File: config.mk
export PLATFORM = sky130hd
export DESIGN_NAME = clk_stop_gate
export DESIGN_NICKNAME = d
export VERILOG_FILES = /design/src/rtl/clk_stop_gate_pkg.sv /design/src/rtl/clk_stop_ctrl.sv /design/src/rtl/clk_gate_path.sv /design/src/rtl/clk_stop_gate.sv
export SDC_FILE = /design/constraint.sdc
export NUM_CORES = 1
export LEC_CHECK = 0
export ABC_CLOCK_PERIOD_IN_PS = 800
export CAP_MARGIN = 30
export CORE_AREA = 10 10 47 49
export CTS_CLUSTER_SIZE = 30
export DETAILED_ROUTE_END_ITERATION = 12
export DIE_AREA = 0 0 57 59
export PLACE_DENSITY = 0.52
export REMOVE_ABC_BUFFERS = 1
export SLEW_MARGIN = 20
export SYNTH_ARGS = -nofsm -noshare
export SYNTH_HDL_FRONTEND = slang
export SYNTH_SLANG_ARGS = --single-unit
File: constraint.sdc
create_clock -name clkIn -period 0.8 [get_ports clkIn]
set_input_delay 0.16 -clock clkIn [delete_from_list [all_inputs] [get_ports clkIn]]
set_output_delay 0.16 -clock clkIn [all_outputs]
set_load 0.01 [all_outputs]
File: src/rtl/clk_stop_gate_pkg.sv
package clk_stop_gate_pkg;

  // Strobes from the stop control to the gating datapath.
  typedef struct packed {
    logic runReq;   // 1 = stoppable outputs may run
  } gateCtrl_t;

endpackage

File: src/rtl/clk_stop_ctrl.sv
module clk_stop_ctrl
  import clk_stop_gate_pkg::*;
(
  input  logic      clkIn,
  input  logic      rstN,
  input  logic      stpPinN,
  input  logic      stopWrEn,
  input  logic      stopWrData,
  output gateCtrl_t ctrl,
  output logic      stopStatus
);

  localparam int SyncDepth = 2;

  logic [SyncDepth-1:0] syncQ;
  logic                 regBit;
  logic                 settled;

  // Two-flop synchroniser for the asynchronous stop pin; resets to "run".
  always_ff @(posedge clkIn or negedge rstN) begin
    if (!rstN) begin
      syncQ <= '1;
    end else begin
      syncQ <= {syncQ[SyncDepth-2:0], stpPinN};
    end
  end

  // Register-held stop control bit.
  always_ff @(posedge clkIn or negedge rstN) begin
    if (!rstN) begin
      regBit <= 1'b1;
    end else if (stopWrEn) begin
      regBit <= stopWrData;
    end
  end

  // Marks that at least one edge has passed since reset (used by checks).
  always_ff @(posedge clkIn or negedge rstN) begin
    if (!rstN) begin
      settled <= 1'b0;
    end else begin
      settled <= 1'b1;
    end
  end

  // Either source low halts the stoppable outputs.
  always_comb begin
    ctrl.runReq = regBit & syncQ[SyncDepth-1];
    stopStatus  = ctrl.runReq;
  end

  // A write lands in the stop bit on the next edge.
  p_reg_write_r3: assert property (@(posedge clkIn) disable iff (!rstN)
    stopWrEn |=> (regBit == $past(stopWrData)));

  // Pin low on two successive sampling edges forces the status to read 0.
  p_status_pin_r7: assert property (@(posedge clkIn) disable iff (!rstN)
    (settled && !stpPinN && $past(!stpPinN)) |=> !stopStatus);

endmodule

File: src/rtl/clk_gate_path.sv
module clk_gate_path
  import clk_stop_gate_pkg::*;
#(
  parameter int NUM_OUTS = 4
) (
  input  logic                clkIn,
  input  logic                rstN,
  input  gateCtrl_t           ctrl,
  input  logic [NUM_OUTS-1:0] freeRunMask,
  output logic [NUM_OUTS-1:0] clkOut
);

  logic [NUM_OUTS-1:0] gateEn;

  for (genvar i = 0; i < NUM_OUTS; i++) begin : g_gate
    // Enable captured while the clock is low, so the AND gate cannot chop a pulse.
    always_ff @(negedge clkIn or negedge rstN) begin
      if (!rstN) begin
        gateEn[i] <= 1'b1;
      end else begin
        gateEn[i] <= freeRunMask[i] | ctrl.runReq;
      end
    end

    assign clkOut[i] = clkIn & gateEn[i];

    // A free-running output is never gated off.
    p_free_run_r5: assert property (@(posedge clkIn) disable iff (!rstN)
      (freeRunMask[i] && $past(freeRunMask[i])) |-> gateEn[i]);

    // A stoppable output parks once the control withdraws its run request.
    p_park_low_r4: assert property (@(posedge clkIn) disable iff (!rstN)
      ($past(rstN) && !ctrl.runReq && !freeRunMask[i]) |-> !gateEn[i]);

    // When the run request is present every output is enabled together.
    p_resume_r6: assert property (@(posedge clkIn) disable iff (!rstN)
      ($past(rstN) && ctrl.runReq) |-> gateEn[i]);
  end

endmodule

File: src/rtl/clk_stop_gate.sv
module clk_stop_gate
  import clk_stop_gate_pkg::*;
#(
  parameter int NUM_OUTS = 4
) (
  input  logic                clkIn,
  input  logic                rstN,
  input  logic                stpPinN,
  input  logic                stopWrEn,
  input  logic                stopWrData,
  input  logic [NUM_OUTS-1:0] freeRunMask,
  output logic [NUM_OUTS-1:0] clkOut,
  output logic                stopStatus
);

  gateCtrl_t ctrl;

  clk_stop_ctrl u_ctrl (
    .clkIn      (clkIn),
    .rstN       (rstN),
    .stpPinN    (stpPinN),
    .stopWrEn   (stopWrEn),
    .stopWrData (stopWrData),
    .ctrl       (ctrl),
    .stopStatus (stopStatus)
  );

  clk_gate_path #(.NUM_OUTS(NUM_OUTS)) u_path (
    .clkIn       (clkIn),
    .rstN        (rstN),
    .ctrl        (ctrl),
    .freeRunMask (freeRunMask),
    .clkOut      (clkOut)
  );

endmodule

==> flow_metrics.env <==
export IMPL_grt_pass1_vias=364
export IMPL_fill_cells=148
export IMPL_netlist_area_sq_um=261.5
export IMPL_hold_viol_final=0
export IMPL_via_per_inst=3.905
export IMPL_grt_total_usage=0.05783
export IMPL_synth_seq_cells=7
export IMPL_first_iter_violations=4
export IMPL_p_switching_w=0.0005193
export IMPL_synth_top_family_by_area="compound AO/OA/AOI/OAI gates"
export IMPL_core_sq_um=1401
export IMPL_antenna_found_initial=0
export IMPL_slew_limit_headroom=0.8605
export IMPL_cpMaxStageDelayCell="dfstp_2"
export IMPL_rows=14
export IMPL_worst_ep_arrival_time_ns=1.55
export IMPL_yosys_warnings=0
export IMPL_cp_start_kind="flip-flop"
export IMPL_switching_share=0.2632
export IMPL_start_util=0.1866
export IMPL_gp_congestion=0.5951
export IMPL_holdWs_ns=0.2071
export IMPL_p_seq_frac=0.209
export IMPL_overflow=0
export IMPL_wire_per_inst_um=11.95
export IMPL_worst_path_max_fanout=1
export IMPL_grt_pass1_wl_um=1242
export IMPL_dieArea_sq_um=3363
export IMPL_fin_nets=56
export IMPL_synth_compound_area_frac=0.1196
export IMPL_multiInputGateArea_sq_um=96.34
export IMPL_diodes=0
export IMPL_p_int_w=0.001454
export IMPL_rsz0062_at_grt="true"
export IMPL_vdd_drop_max_mv=1.334
export IMPL_io_pins=14
export IMPL_slew_viol_final=0
export IMPL_cpPeakStageDelay_ns=0.51
export IMPL_die_height_um=59
export IMPL_synthXorXnorAreaFrac=0
export IMPL_worst_slew_pin_slew_ns=0.2086
export IMPL_syn_inst=18
export IMPL_hold_path_class="in -> reg"
export IMPL_crit_required_ns=0.64
export IMPL_synth_area_leader_cell="dfstp_2"
export IMPL_power_density_nw_per_um2=3504
export IMPL_pwr_share_comb=0.066
export IMPL_ys_types=6
export IMPL_final_util=0.4018
export IMPL_synthSimpleGateAreaFrac=0.1196
export IMPL_drive_gt1_frac=0.6596
export IMPL_fin_ws_ns=-0.9125
export IMPL_fin_skew_ns=0.06654
export IMPL_path_clk_slew_ns=0.05
export IMPL_yosysSeqAreaShare=0.7033
export IMPL_setup_viol=14
export IMPL_synth_area_top_cells="dfstp_2 (70%), and2_1 (12%), a21o_1 (8.6%), mux2_2 (4.3%), a21o_2 (3.3%)"
export IMPL_drv_cap=0
export IMPL_worst_setup_path_type="reg -> out"
export IMPL_final_cell_mix="clkdlybuf4s50_1 (8), buf_6 (8), clkbuf_4 (7), dfstp_2 (7), and2_4 (5)"
export IMPL_synth_top_cell_area_share=0.7033
export IMPL_p_clk_frac=0.725
export IMPL_vias=246
export IMPL_die_x_um=57
export IMPL_setup_tns_ns=-5.611
export IMPL_status="finished, violations left"
export IMPL_io_buffers=13
export IMPL_route_detailed_drc=0
export IMPL_grt_max_degree=6
export IMPL_routed_wl_um=753
export IMPL_ant_nets=0
export IMPL_areaGrowthSynthToFinish_pct=115.3
export IMPL_cts_tree="done"
export IMPL_synth_fa_ha_area_frac=0
export IMPL_drt_pass1_iterations=4
export IMPL_crit_chain="and2_4 > buf_6"
export IMPL_regArea_sq_um=183.9
export IMPL_muxShareOfSynthArea=0.04306
export IMPL_endpoint_kind="primary output"
export IMPL_violations="setup timing"
export IMPL_cts_hold_fix_buffers=0
export IMPL_synth_area_per_cell_sq_um=14.53
export IMPL_worstSkewPairLatency_ns=0.42
export IMPL_p_leak_nw=0.2751
cell type report:
cell class	count	area share
clock buffer	13	0.2044
clock inverter	4	0.02667
multi-input combinational	10	0.1711
sequential	7	0.3267
tap	16	0.03556
timing repair buffer	13	0.2356
path summary, 6_finish.rpt:
kind	end	depth (start not counted)	slack, ns	startpoint
max in group asynchronous	u_path.gateEn[3]	1	0.20	rstN
worst min-delay path	u_ctrl.syncQ[0]	1	0.21	stpPinN
worst max register to register	u_path.gateEn[3]	2	-0.36	u_ctrl.regBit
min in group asynchronous	u_ctrl.syncQ[0]	2	0.39	rstN
worst min register to register	u_ctrl.syncQ[1]	0	0.36	u_ctrl.syncQ[0]
worst max-delay path	clkOut[1]	2	-0.91	u_path.gateEn[1]
cell families after synthesis:
logic type,count (synthesis)
simple gates,5
mux,1
buf+inv,1
compound gates,4
flops,7
per-stage QoR:
step	total power, W	setup slack, ns	area (sq um)	cells
3_5_place_dp	0.0009746	-0.8752	434.2	50
2_1_floorplan	0.0006519	-0.4044	261.5	18
4_1_cts	0.001729	-0.9459	521.8	63
5_1_grt	0.002138	-0.9828	563.0	63
3_3_place_gp	0.0009714	-0.8701	434.2	50
6_report	0.001973	-0.9125	563.0	63
routing by layer:
layer | track usage | vias to the layer above | part of all wire
li1 | - | 115 | -
met1 | 0.01932 | 117 | 0.23
met2 | 0.07597 | 14 | 0.59
met3 | 0.09013 | 0 | 0.18
met4 | 0.08725 | 0 | 0
met5 | 0 | - | 0
worst max-delay path, delay by kind of cell (launching register included):
kind,cells,cell delay (ns)
flip-flops,1,0.51
AND/OR/NAND/NOR,1,0.13
buffers and inverters,1,0.09
cell usage after synthesis:
master and instances:
mux2_2 1, dfstp_2 7, a21o_1 3, and2_1 5, inv_1 1, a21o_2 1
power groups by stage:
stage	Combinational [W]	Clock [W]	Sequential [W]
after floorplan	0.0000236	0.000214	0.000414
after global placement	0.000100	0.000462	0.000409
after detailed placement	0.000102	0.000462	0.000411
after CTS	0.000129	0.00119	0.000410
after global routing	0.000142	0.00158	0.000413
final	0.000131	0.00143	0.000412
state kept, by name, indices dropped and copies added (netlist names):
signal         count
u_ctrl.regBit      1
u_ctrl.syncQ       2
u_path.gateEn      4
timing repair:
item,4_1_cts,5_1_grt
pin swaps,5,2
setup buffers,1,1
resized for setup,26,10
setup endpoints to repair,14,14
No activity file was read; power rests on OpenSTA's default activity.
